===== config.mk =====
export PLATFORM = sky130hd
export DESIGN_NAME = ttx_req_window
export DESIGN_NICKNAME = d
export VERILOG_FILES = /design/src/rtl/ttx_req_pkg.sv /design/src/rtl/ttx_win_calc.sv /design/src/rtl/ttx_strobe_gen.sv /design/src/rtl/ttx_bit_counter.sv /design/src/rtl/ttx_req_window.sv
export SDC_FILE = /design/constraint.sdc
export NUM_CORES = 1
export LEC_CHECK = 0
export ABC_CLOCK_PERIOD_IN_PS = 2700
export BUFFER_PORTS_ARGS = -buffer_cell sky130_fd_sc_hd__buf_2
export CAP_MARGIN = 15
export CORE_MARGIN = 5
export CORE_UTILIZATION = 45
export DETAILED_ROUTE_END_ITERATION = 6
export PLACE_DENSITY = 0.66
export SYNTH_ARGS = -nofsm -noshare
export SYNTH_HDL_FRONTEND = slang
export SYNTH_SLANG_ARGS = --single-unit

===== constraint.sdc =====
create_clock -name clk -period 2.7 [get_ports clk]
set_input_delay 0.54 -clock clk [delete_from_list [all_inputs] [get_ports clk]]
set_output_delay 0.54 -clock clk [all_outputs]
set_load 0.02 [all_outputs]

===== src/rtl/ttx_req_pkg.sv =====
// Shared definitions for the teletext request window generator.
// Assumes the edge-control word is two equal offset nibbles, rise above fall.
package ttx_req_pkg;
    localparam int OFS_W  = 4;
    localparam int CTRL_W = 2 * OFS_W;

    typedef struct packed {
        logic [OFS_W-1:0] rise;
        logic [OFS_W-1:0] fall;
    } edge_ctrl_t;
endpackage


===== src/rtl/ttx_win_calc.sv =====
// Window bound calculator: turns an edge-control word and a nominal length
// into a start position, an exclusive end position and an empty flag.
// Assumes PW is wide enough for the nominal length plus the largest offset.
module ttx_win_calc
    import ttx_req_pkg::*;
#(
    parameter int LEN_W = 10,
    parameter int PW    = LEN_W + 1
) (
    input  edge_ctrl_t       ctrl_i,
    input  logic [LEN_W-1:0] len_i,
    output logic [PW-1:0]    lo_o,
    output logic [PW-1:0]    hi_o,
    output logic             empty_o
);
    logic [PW-1:0] len_x;
    logic [PW-1:0] rise_x;
    logic [PW-1:0] fall_x;

    // Widen the operands and derive the bounds; a zero fall field makes the end track the start.
    always_comb begin
        len_x  = PW'(len_i);
        rise_x = PW'(ctrl_i.rise);
        fall_x = PW'(ctrl_i.fall);
        lo_o   = rise_x;
        if (fall_x == '0) begin
            hi_o    = len_x + rise_x;
            empty_o = (len_x == '0);
        end else begin
            empty_o = (len_x <= rise_x + fall_x);
            hi_o    = empty_o ? rise_x : (len_x - fall_x);
        end
    end
endmodule


===== src/rtl/ttx_strobe_gen.sv =====
// Strobe generator: counts clocks from the line-start pulse and drives a
// registered strobe while the position lies in [lo, hi). Bounds are captured
// only on line-start. Assumes lo < hi whenever empty_i is low.
module ttx_strobe_gen #(
    parameter int PW = 11
) (
    input  logic          clk,
    input  logic          rst_n,
    input  logic          line_start_i,
    input  logic [PW-1:0] lo_i,
    input  logic [PW-1:0] hi_i,
    input  logic          empty_i,
    output logic          req_o
);
    logic [PW-1:0] pos_q;
    logic [PW-1:0] lo_q;
    logic [PW-1:0] hi_q;
    logic          run_q;
    logic          req_q;

    // Position counter, captured bounds and registered strobe.
    always_ff @(posedge clk) begin
        if (!rst_n) begin
            pos_q <= '0;
            lo_q  <= '0;
            hi_q  <= '0;
            run_q <= 1'b0;
            req_q <= 1'b0;
        end else if (line_start_i) begin
            pos_q <= '0;
            lo_q  <= lo_i;
            hi_q  <= hi_i;
            run_q <= !empty_i;
            req_q <= 1'b0;
        end else begin
            req_q <= run_q && (pos_q >= lo_q) && (pos_q < hi_q);
            if (run_q) begin
                if (pos_q >= hi_q) run_q <= 1'b0;
                else               pos_q <= pos_q + PW'(1);
            end
        end
    end

    assign req_o = req_q;

    // the strobe only rises when the position counter sat on the start bound
    p_rise_at_lo_r2: assert property (@(posedge clk) disable iff (!rst_n)
        $rose(req_q) |-> ($past(pos_q) == lo_q));

    // outside a restart, the strobe only falls at the end bound
    p_fall_at_hi_r4: assert property (@(posedge clk) disable iff (!rst_n)
        ($fell(req_q) && !$past(line_start_i)) |-> ($past(pos_q) == hi_q));

    // captured bounds hold between line-start pulses
    p_bounds_hold_r7: assert property (@(posedge clk) disable iff (!rst_n)
        !line_start_i |=> ($stable(lo_q) && $stable(hi_q)));

    // an empty line never starts a window
    p_empty_idle_r6: assert property (@(posedge clk) disable iff (!rst_n)
        (line_start_i && empty_i) |=> !run_q);
endmodule


===== src/rtl/ttx_bit_counter.sv =====
// Per-line bit counter: counts strobe-high clocks and publishes the total of
// the finished line on each line-start pulse. Assumes the strobe of the
// cycle that meets line-start belongs to the line that is ending.
module ttx_bit_counter #(
    parameter int LEN_W = 10,
    parameter int PW    = LEN_W + 1
) (
    input  logic          clk,
    input  logic          rst_n,
    input  logic          line_start_i,
    input  logic          req_i,
    output logic [PW-1:0] bits_o
);
    localparam logic [PW-1:0] MAX_BITS = PW'((1 << LEN_W) - 1);

    logic [PW-1:0] cnt_q;
    logic [PW-1:0] bits_q;

    // Accumulate high clocks and hand the total over at line-start.
    always_ff @(posedge clk) begin
        if (!rst_n) begin
            cnt_q  <= '0;
            bits_q <= '0;
        end else if (line_start_i) begin
            bits_q <= cnt_q + PW'(req_i);
            cnt_q  <= '0;
        end else if (req_i) begin
            cnt_q  <= cnt_q + PW'(1);
        end
    end

    assign bits_o = bits_q;

    // a reported line never exceeds the longest legal window
    p_count_bound_r8: assert property (@(posedge clk) disable iff (!rst_n)
        bits_q <= MAX_BITS);
endmodule


===== src/rtl/ttx_req_window.sv =====
// Teletext request window generator top level. Captures the edge-control word
// and nominal length at each line-start pulse, shapes the request strobe and
// reports the high-clock count of each finished line.
// Assumes line_start_i is a single-clock pulse synchronous to clk.
module ttx_req_window
    import ttx_req_pkg::*;
#(
    parameter int LEN_W = 10
) (
    input  logic              clk,
    input  logic              rst_n,
    input  logic              line_start_i,
    input  logic [7:0]        edge_ctrl_i,
    input  logic [LEN_W-1:0]  nom_len_i,
    output logic              req_o,
    output logic [LEN_W:0]    bits_per_line_o
);
    localparam int PW = LEN_W + 1;

    edge_ctrl_t    ctrl_w;
    logic [PW-1:0] lo_w;
    logic [PW-1:0] hi_w;
    logic          empty_w;

    // Map the raw control byte onto the rise/fall fields.
    assign ctrl_w = edge_ctrl_t'(edge_ctrl_i[CTRL_W-1:0]);

    ttx_win_calc #(.LEN_W(LEN_W), .PW(PW)) u_calc (
        .ctrl_i  (ctrl_w),
        .len_i   (nom_len_i),
        .lo_o    (lo_w),
        .hi_o    (hi_w),
        .empty_o (empty_w)
    );

    ttx_strobe_gen #(.PW(PW)) u_strobe (
        .clk          (clk),
        .rst_n        (rst_n),
        .line_start_i (line_start_i),
        .lo_i         (lo_w),
        .hi_i         (hi_w),
        .empty_i      (empty_w),
        .req_o        (req_o)
    );

    ttx_bit_counter #(.LEN_W(LEN_W), .PW(PW)) u_count (
        .clk          (clk),
        .rst_n        (rst_n),
        .line_start_i (line_start_i),
        .req_i        (req_o),
        .bits_o       (bits_per_line_o)
    );

    // a line-start pulse always leaves the strobe low in the next cycle
    p_start_low_r10: assert property (@(posedge clk) disable iff (!rst_n)
        line_start_i |=> !req_o);

    // reset clears the strobe and the reported count
    p_reset_clear_r9: assert property (@(posedge clk)
        !rst_n |=> (!req_o && (bits_per_line_o == '0)));

    // with a zero fall field the window span equals the nominal length
    p_track_len_r5: assert property (@(posedge clk) disable iff (!rst_n)
        ((ctrl_w.fall == '0) && (nom_len_i != '0)) |-> ((hi_w - lo_w) == PW'(nom_len_i)));

    // the start bound is the upper nibble of the control word
    p_rise_field_r1: assert property (@(posedge clk) disable iff (!rst_n)
        !empty_w |-> (lo_w == PW'(edge_ctrl_i[7:4])));
endmodule


### Word level (Yosys, flattened, before mapping)

Index checks and enable logic that the tools add are counted.

| storage, ports and cells | value |
|---|---|
| input port bits | 21 |
| RAM bits | 0 |
| output and inout port bits | 12 |
| logic and storage cells | 32 |
| register bits after elaboration | 50 |
| latch bits | 0 |
| bits in read-only memories | 0 |
| memories | 0 |

| operators by class | value |
|---|---|
| multiplexer cells | 6 |
| bitwise operators | 2 |
| multipliers | 0 |
| div/mod/pow operators | 0 |
| eq/ne operators | 0 |
| reductions and logical operators | 7 |
| add/sub/neg operators | 6 |
| order comparisons | 4 |
| shifts and indexed selects | 0 |

Operators with widths:

| cell | number |
|---|---|
| adder 11 x 1 -> 11 bit, second input constant | 2 |
| 2-to-1 mux 11 bit | 2 |
| adder 10 x 4 -> 11 bit | 1 |
| adder 11 x 1 -> 11 bit | 1 |
| greater-or-equal comparator 11 bit | 1 |
| greater-or-equal comparator 11 x 4 -> 1 bit | 1 |
| <= comparator 10 x 11 -> 1 bit | 1 |
| less-than comparator 11 bit | 1 |
| subtractor 10 x 4 -> 11 bit | 1 |
| logical NOT 10 bit | 1 |
| adder 4 x 4 -> 5 bit | 1 |
| logical NOT 4 bit | 1 |
| 2-to-1 mux 1 bit | 4 |
| logical AND 1 bit | 2 |
| inverter 1 bit | 2 |
| AND reduction 2 bit | 1 |
| OR reduction 2 bit | 1 |
| logical NOT 1 bit | 1 |

### Depth between registers and ports, before layout

Gate-level depths: netlist (run 1).

| depth | value |
|---|---|
| depth in word-level cells | 5 |
| gate-level depth with buffers | 11 |
| mapped depth without buffers | 10 |

### Modules after synthesis

A second synthesis (run 1) with hierarchy kept.

| second synthesis, totals | value |
|---|---|
| cells, all modules | 484 |
| area total of the unflattened synthesis | 4124.0 sq um |

By module, submodules not included:

| module | cells each | instances | area each (sq um) |
|---|---|---|---|
| ttx_strobe_gen | 223 | 1 | 2018.2 |
| ttx_bit_counter | 117 | 1 | 1059.8 |
| ttx_win_calc | 144 | 1 | 1046.0 |

### Least setup slack after synthesis (run 1)

No wires, ideal clock.

| timing path | value |
|---|---|
| path type | input -> register |
| start point | input edge_ctrl_i[0] |
| end point | register u_strobe.hi_q[2] |
| buffers on the path | 1 |
| stages on the path | 10 |
| arrival | 2659 ps |
| setup slack | -75 ps |
| library setup time | 115 ps |
| required time | 2585 ps |
| path through | ha_1 > fa_1 > a21o_1 > a21oi_1 > ha_1 > and4_1 > a22oi_1 > clkbuf_1 > o211ai_1 > and3_1 |

| on the way | value |
|---|---|
| cells in the longest elaborated chain, start to end | 4 |
| elaborated cells on any way between the ends | 6 |
| classes of those cells | add/sub: 2; order compare: 1; mux: 2; reduce/logical: 1 |

Ends and longest elaborated chain:

| what | line | text |
|---|---|---|
| start, declared | ttx_req_window.sv:13 | `input logic [7:0] edge_ctrl_i,` |
| adder 4 x 4 -> 5 bit | ttx_win_calc.sv:30 | `empty_o = (len_x <= rise_x + fall_x);` |
| <= comparator 10 x 11 -> 1 bit | ttx_win_calc.sv:30 |  |
| 2-to-1 mux 11 bit | ttx_win_calc.sv:31 | `hi_o = empty_o ? rise_x : (len_x - fall_x);` |
| 2-to-1 mux 11 bit (*) | ttx_win_calc.sv:26 | `if (fall_x == '0) begin` |
| end signal, assigned | ttx_strobe_gen.sv:32 | `hi_q <= hi_i;` |
| end, declared | ttx_strobe_gen.sv:17 | `logic [PW-1:0] hi_q;` |

Every way passes the cells marked *; elsewhere a longest branch is shown, timed or not.
A chain may end at the register's enable or synchronous reset.

### Worst setup path in the final report (run 1)

Ends and elaborated chain as after synthesis.

==> run metrics, run 1 <==
Syn Area/Cell=8.20 um2; sw frac=0.292; Rows=32; fin cells=566; Top-Level Pins=33; post-synth top area share=0.285; GPL Wtd Cong=0.840; htree depth=2; sequential fraction of the synthesis area=0.285; largest net degree at the start of global routing=28; Post-Syn Area=3510 um2; status=finished clean; I/O Buffers=32; Layout area overhead=14.7%; Post-Syn Nets=488; final-report max-slew violation count=0; power density over the cells=431 nW/um2; grt ovf=0; Final setup viols=0; CP Launch Type=primary input; ANT nets after route=0; share of layout cells above drive strength 1=0.162; fin util=0.527; clk_skew=0.00207 ns; Ant. Diodes=0; setup TNS=0 ns; critical path endpoint category=flop; die extent in y=98.3 um; Pint=1.23 mW; Vias/cell=5.73; Tmin final=2.64 ns; drt total wl=8680 um; Leak=1.60 nW; placed cell area=3840 um2; DR iter-0 viols=110; Worst Setup Path Type=primary input to flop; post-synthesis register bit count=50; worst rel slew slack=0.596; clock power share=0.300; Finished Cell Area=4030 um2; Post-synth EDFFs=0; die width=98.3 um; Syn. warnings=0; worst-skew pair later-pin latency=0.30 ns; dpl hpwl=6470 um; Net Switching=0.508 mW; CP required=2.91 ns; critical path arrival=2.85 ns; Clock Path Buffers=2; Placed Cells=555; Starting Density=0.459; Worst Tran Pin Value=0.601 ns; combinational group share of total power=0.252; first-pass GRT wire length=14000 um; Synth Flop Type=dfxtp_1; total core area=7650 um2; DR pass1 iterations=4; worst-path fanout max=4; Fin. Hold Viols=0; routed via count=3245; CTS tree=done; cts hold-fix bufs=0; clock-pin transition on the worst setup and hold timing paths=0.09 ns; post-synthesis async set-or-reset flop share=0; die area=9670 um2; Reg power frac=0.448; CTS Sinks=50; Max Clock Freq=378 MHz; Max VDD drop=0.232 mV; Cells after Synth=428; Tcrit/Tclk final=0.979; Post-layout nets=523; vias in the first global route=3033; initial antenna violation count=0; Tot Pwr=1.74 mW; clk root buf=clkbuf_8; WL per Instance=15.3 um; CTS Buf Count=5; count of cell types in the netlist=54; Synth area leaders=dfxtp_1 (29%), ha_1 (13%), nor2_1 (4.3%), xor2_1 (4.0%), xnor2_1 (3.2%); Tightest Hold Check Type=flop to flop; Max Cap Viol=0; GRT Util Overall=0.174; post-synth top area cell=dfxtp_1; Residual DRC=0
-- flip-flops by register name, summed over array words and instances, names as in the netlist --
name / flops
u_strobe.pos_q: 11
u_strobe.req_o: 1
u_strobe.run_q: 1
u_strobe.lo_q: 4
u_count.bits_o: 11
u_strobe.hi_q: 11
u_count.cnt_q: 11
-- routing by layer --
layer / vias to the layer above / wire length [um] / track usage
met4: 0 / 159 / 0.0546
met1: 1522 / 3990 / 0.233
met5: - / 0 / 0
li1: 1632 / - / -
met3: 17 / 384 / 0.0307
met2: 74 / 4140 / 0.283
-- worst paths after layout --
path                startpoint           endpoint  slack, ns  cells past startpoint
max reg2reg  u_strobe.pos_q[9]  u_strobe.pos_q[9]       0.45                      6
min          u_count.bits_o[7]  u_count.bits_o[7]       0.49                      2
min reg2reg  u_count.bits_o[7]  u_count.bits_o[7]       0.49                      2
max             edge_ctrl_i[0]   u_strobe.hi_q[2]       0.06                     10
-- area by class of cell --
class                      count  area (um2)
multi-input combinational    328        2370
inverter                      25        93.8
clock inverter                 2        37.5
clock buffer                   6        72.6
fill                         738        3620
sequential                    50        1000
timing repair buffer          53         322
tap                          102         128
-- Yosys cell counts, drive strengths merged, types with 2 or more instances --
cell type and n:
a21oi 22, o21a 5, and2 4, or3 6, o41ai 2, nand2b 6, nor2b 5, o21ai 21
o211ai 5, a311oi 2, nand3 14, fa 3, or2 6, o31ai 5, a21o 4, inv 24
mux2i 9, xor2 16, o311ai 2, nor2 40, nand2 21, nor3 7, or4 7, dfxtp 50
and3 4, buf 5, xnor2 13, clkbuf 21, ha 36, a211oi 11, a31oi 8, nand4 8
nor4 9, o221ai 6, o31a 5, a2111oi 2
-- placed cells by master (no fill, tap or decap), types with 11 or more instances in the layout --
| master | instances |
|---|---|
| a211oi_1 | 11 |
| a21oi_1 | 19 |
| buf_2 | 32 |
| buf_4 | 20 |
| dfxtp_1 | 50 |
| ha_1 | 35 |
| inv_1 | 24 |
| nand2_1 | 21 |
| nand3_1 | 14 |
| nor2_1 | 40 |
| o21ai_0 | 20 |
| xnor2_1 | 13 |
| xor2_1 | 16 |
-- timing repair --
item / CTS / global route
hold endpoints to repair: 0 / 0
endpoints found under the setup margin: 0 / 9
resized for setup: 0 / 11
setup buffers: 0 / 2
-- through the flow --
step | setup slack (ns) | hold WS (ns)
after floorplan | -0.0203 | 0.460
after global placement | -0.250 | 0.469
after detailed placement | -0.291 | 0.477
after CTS | 0.0506 | 0.493
after global routing | -0.0500 | 0.521
final | 0.0578 | 0.492
-- cells by family (layout without fill, tap and decap cells) --
family / count (synthesis) / in the layout / synth area share
XOR/XNOR: 29 / 29 / 0.0723
AO/OA/AOI/OAI: 110 / 111 / 0.211
AND/OR/NAND/NOR: 140 / 140 / 0.203
multiplexers: 9 / 9 / 0.0257
flip-flops: 50 / 50 / 0.285
buffers and inverters: 51 / 86 / 0.0574
adder cells (fa/ha/maj): 39 / 39 / 0.145
-- critical path: stages --
cell,delay [ns]
buf_2,0.12
ha_4,0.16
fa_2,0.51
inv_1,0.04
ha_1,0.29
nor2b_4,0.14
o31ai_4,0.24
a22oi_2,0.15
or4b_1,0.51
and3_1,0.15
-- power by group through the flow --
stage	logic, mW	clock network, mW	registers, mW
final	0.438	0.521	0.778
after global routing	0.491	0.575	0.782
after CTS	0.392	0.540	0.779
after detailed placement	0.390	0	0.796
after global placement	0.382	0	0.795
after floorplan	0.261	0	0.801
Note: power is estimated with default switching activity, not from simulation.
==> run 2, diff against run 1 <==
BUFFER_PORTS_ARGS = -buffer_cell sky130_fd_sc_hd__clkbuf_2   (was -buffer_cell sky130_fd_sc_hd__buf_2)
CORE_ASPECT_RATIO = 1.1   (was unset)
CTS_BUF_LIST = sky130_fd_sc_hd__clkbuf_8   (was unset)
==> run 2 against run 1 <==
Worst hold slack got worse by 0.0023 ns. Register-to-register slack improved by 0.02 ns. Core utilization about the same. Critical endpoint is now u_strobe.hi_q[1]. Largest cell class unchanged. Highest routed layer unchanged.
==> run metrics, run 2 (same netlist as run 1, synthesis figures left out) <==
drt total wl=8280 um; Placed Cells=559; clk root buf=clkbuf_8; Layout area overhead=12.8%; Post-layout nets=521; CTS tree=done; Worst Tran Pin Value=0.607 ns; Leak=1.57 nW; worst rel slew slack=0.592; Fin. Hold Viols=0; clk_skew=0.0119 ns; CTS Sinks=50; Tmin final=2.61 ns; Residual DRC=0; largest net degree at the start of global routing=22; ANT nets after route=0; initial antenna violation count=0; status=finished clean; Top-Level Pins=33; Vias/cell=5.62; worst-path fanout max=4; dpl hpwl=6480 um; die extent in y=103 um; Post-CTS Setup Bufs=0; cts hold-fix bufs=0; clock-pin transition on the worst setup and hold timing paths=0.08 ns; Clock Path Buffers=2; Starting Density=0.467; htree depth=2; worst-skew pair later-pin latency=0.30 ns; GPL Wtd Cong=0.871; Tightest Hold Check Type=flop to flop; DR pass1 iterations=5; Tcrit/Tclk final=0.967; critical path arrival=2.83 ns; vias in the first global route=3067; post-cts resize count=0; I/O Buffers=32; fin cells=566; Max VDD drop=0.207 mV; Worst Setup Path Type=primary input to flop; most common cell after layout, fill and taps aside=dfxtp_1; GRT Util Overall=0.180; fillers=759; WL per Instance=14.6 um; power density over the cells=404 nW/um2; DR iter-0 viols=130; die area=9670 um2; grt ovf=0; CP required=2.92 ns; first-pass GRT wire length=14100 um; final-report max-slew violation count=0; routed via count=3180; Final setup viols=0; Tot Pwr=1.60 mW; critical path endpoint category=flop; Max Clock Freq=383 MHz; die width=94.2 um; Max Cap Viol=0; CP Launch Type=primary input; Rows=33; Ant. Diodes=0; total core area=7510 um2; commonest cells after routing, fill and taps aside=dfxtp_1 (50), nor2_1 (40), ha_1 (34), clkbuf_2 (32), inv_1 (24); CTS Buf Count=5; share of layout cells above drive strength 1=0.158
-- run 2: changes by cell type in the layout (fill, tap and decap cells not counted), sizes merged --
cell,change
buf,-33
clkbuf,+31
clkinv,+2
a22oi,-1
bufinv,-1
clkinvlp,-1
-- run 2: power by group --
part	total, mW	switching [mW]	internal [mW]
clock network	0.415	0.240	0.175
registers	0.778	0.0139	0.764
logic	0.407	0.233	0.173
total	1.60	0.487	1.11
-- run 2: per-layer routing --
layer / GRT usage / up-vias / routed length, um
met5: 0 / - / 0
met4: 0.0478 / 0 / 118
met3: 0.0270 / 9 / 290
met2: 0.322 / 60 / 4100
met1: 0.225 / 1483 / 3770
li1: - / 1628 / -
-- run 2: cell type report --
type                    count  area (um2)  area share
clock buffers               5        68.8      0.0174
multi-input cells         327        2350       0.592
inverters                  25        93.8      0.0237
well taps                 105         131      0.0332
repair buffers             52         310      0.0783
flip-flops and latches     50        1000       0.253
clock inverters             2        10.0     0.00253
-- run 2: through the flow --
stage	instance area (um2)	hold WS, ns	TNS (ns)	util	setup slack (ns)
3_3_place_gp	3850	0.471	-1.76	0.513	-0.207
5_1_grt	3960	0.515	-0.0235	0.527	-0.0171
6_report	3960	0.490	0	0.527	0.0904
2_1_floorplan	3520	0.460	-0.0203	-	-0.0203
3_5_place_dp	3850	0.479	-2.34	0.513	-0.278
4_1_cts	3930	0.496	0	0.523	0.0178
-- run 2: critical path, cell delays in order --
cell and delay [ns]:
clkbuf_2 0.09, ha_2 0.19, fa_2 0.35, a21o_1 0.17
a21oi_2 0.14, ha_1 0.27, o211a_1 0.14, o31ai_2 0.07
a22oi_2 0.14, buf_4 0.16, or4_1 0.40, a31oi_1 0.18
-- run 2: final timing paths --
| path | slack, ns | depth (start not counted) | endpoint | from |
|---|---|---|---|---|
| max | 0.09 | 12 | u_strobe.hi_q[1] | edge_ctrl_i[0] |
| min | 0.49 | 2 | u_count.bits_o[5] | u_count.bits_o[5] |
| max reg2reg | 0.47 | 6 | u_strobe.pos_q[9] | u_strobe.pos_q[9] |
| min reg2reg | 0.49 | 2 | u_count.bits_o[5] | u_count.bits_o[5] |
==> run 3, diff against run 2 <==
CTS_BUF_LIST = sky130_fd_sc_hd__clkbuf_16   (was sky130_fd_sc_hd__clkbuf_8)
SKIP_LAST_GASP = 1   (was unset)
==> run 3 against run 2 <==
Die area unchanged. Final area increased by 1.7%. First-iteration DRC count increased by 3.8%. Largest power group unchanged.
==> run metrics, run 3 (same netlist as run 1, synthesis figures left out) <==
Post-CTS Setup Bufs=0; critical path endpoint category=flop; Tcrit/Tclk final=0.973; Final setup viols=0; Clock Path Buffers=2; status=finished clean; initial antenna violation count=0; Tmin final=2.63 ns; total core area=7510 um2; I/O Buffers=32; vias in the first global route=3076; final-report max-slew violation count=0; clk root buf=clkbuf_16; DR pass1 iterations=4; Worst Tran Pin Value=0.616 ns; Layout area overhead=14.7%; worst-skew pair later-pin latency=0.29 ns; dpl hpwl=6480 um; Ant. Diodes=0; Worst Setup Path Type=primary input to flop; CTS Buf Count=5; critical path arrival=2.84 ns; first-pass GRT wire length=14200 um; Rows=33; Tightest Hold Check Type=flop to flop; Max VDD drop=0.281 mV; setup TNS=0 ns; clock-pin transition on the worst setup and hold timing paths=0.06 ns; Max Clock Freq=381 MHz; CP Launch Type=primary input; CTS tree=done; htree depth=2; WL per Instance=14.9 um; worst rel slew slack=0.587; Fin. Hold Viols=0; fin util=0.536; CTS Sinks=50; Residual DRC=0; routed via count=3162; smallest hold slack=0.487 ns; Leak=1.59 nW; Vias/cell=5.59; DR iter-0 viols=135; die width=94.2 um; worst-path fanout max=4; cts hold-fix bufs=0; Starting Density=0.467; clk_skew=0.00826 ns; CP required=2.91 ns; die area=9670 um2; drt total wl=8450 um; ANT nets after route=0; Top-Level Pins=33; largest net degree at the start of global routing=22; grt ovf=0; die extent in y=103 um; GRT Util Overall=0.182; Post-layout nets=521; power density over the cells=444 nW/um2; Max Cap Viol=0; share of layout cells above drive strength 1=0.158; GPL Wtd Cong=0.871; Tot Pwr=1.79 mW; commonest cells after routing, fill and taps aside=dfxtp_1 (50), nor2_1 (40), ha_1 (34), clkbuf_2 (31), inv_1 (24); most common cell after layout, fill and taps aside=dfxtp_1
[run 3: final cells by class]
cell class / count / area, um2
fill: 750 / 3490
inverter: 25 / 93.8
timing repair buffer: 52 / 310
multi-input combinational: 327 / 2360
clock buffer: 5 / 125
tap: 105 / 131
sequential: 50 / 1000
clock inverter: 2 / 10.0
[run 3: worst paths after layout]
kind | cells past startpoint | startpoint | slack (ns) | to
worst max-delay path | 12 | edge_ctrl_i[0] | 0.07 | u_strobe.hi_q[1]
worst min-delay path | 2 | u_count.bits_o[5] | 0.49 | u_count.bits_o[5]
worst max register to register | 6 | u_strobe.pos_q[9] | 0.46 | u_strobe.pos_q[9]
worst min register to register | 2 | u_count.bits_o[5] | 0.49 | u_count.bits_o[5]
[run 3: worst max-delay path, cell delays in order]
cell and delay [ns]:
clkbuf_2 0.11, ha_4 0.16, fa_2 0.34, a21o_1 0.17, a21oi_2 0.14, ha_1 0.27
o211a_1 0.15, o31ai_2 0.07, a22oi_2 0.14, buf_4 0.16, or4_1 0.40, a31oi_1 0.18
[run 3: through the flow]
step	setup slack, ns	area (um2)	std cells
after global placement	-0.207	3850	559
after global routing	-0.0327	4030	566
after CTS	0.00139	3990	566
after floorplan	-0.0203	3520	428
final	0.0725	4030	566
after detailed placement	-0.278	3850	559
[run 3: layer usage]
metal	GRT usage	wire, um	up-vias
met5	0	0	-
met4	0.0600	127	0
met3	0.0248	255	10
met2	0.324	4160	44
met1	0.226	3900	1480
li1	-	-	1628
[run 3: power breakdown]
part | total, mW | internal, mW | leakage, nW | switching [mW]
logic | 0.411 | 0.175 | 1.12 | 0.236
registers | 0.779 | 0.765 | 0.408 | 0.0140
clock network | 0.600 | 0.335 | 0.0694 | 0.265
total | 1.79 | 1.27 | 1.59 | 0.515
[run 3: what timing repair did]
item,in CTS,in global routing
resized for setup,0,8
hold endpoints to repair,0,0
endpoints found under the setup margin,0,9
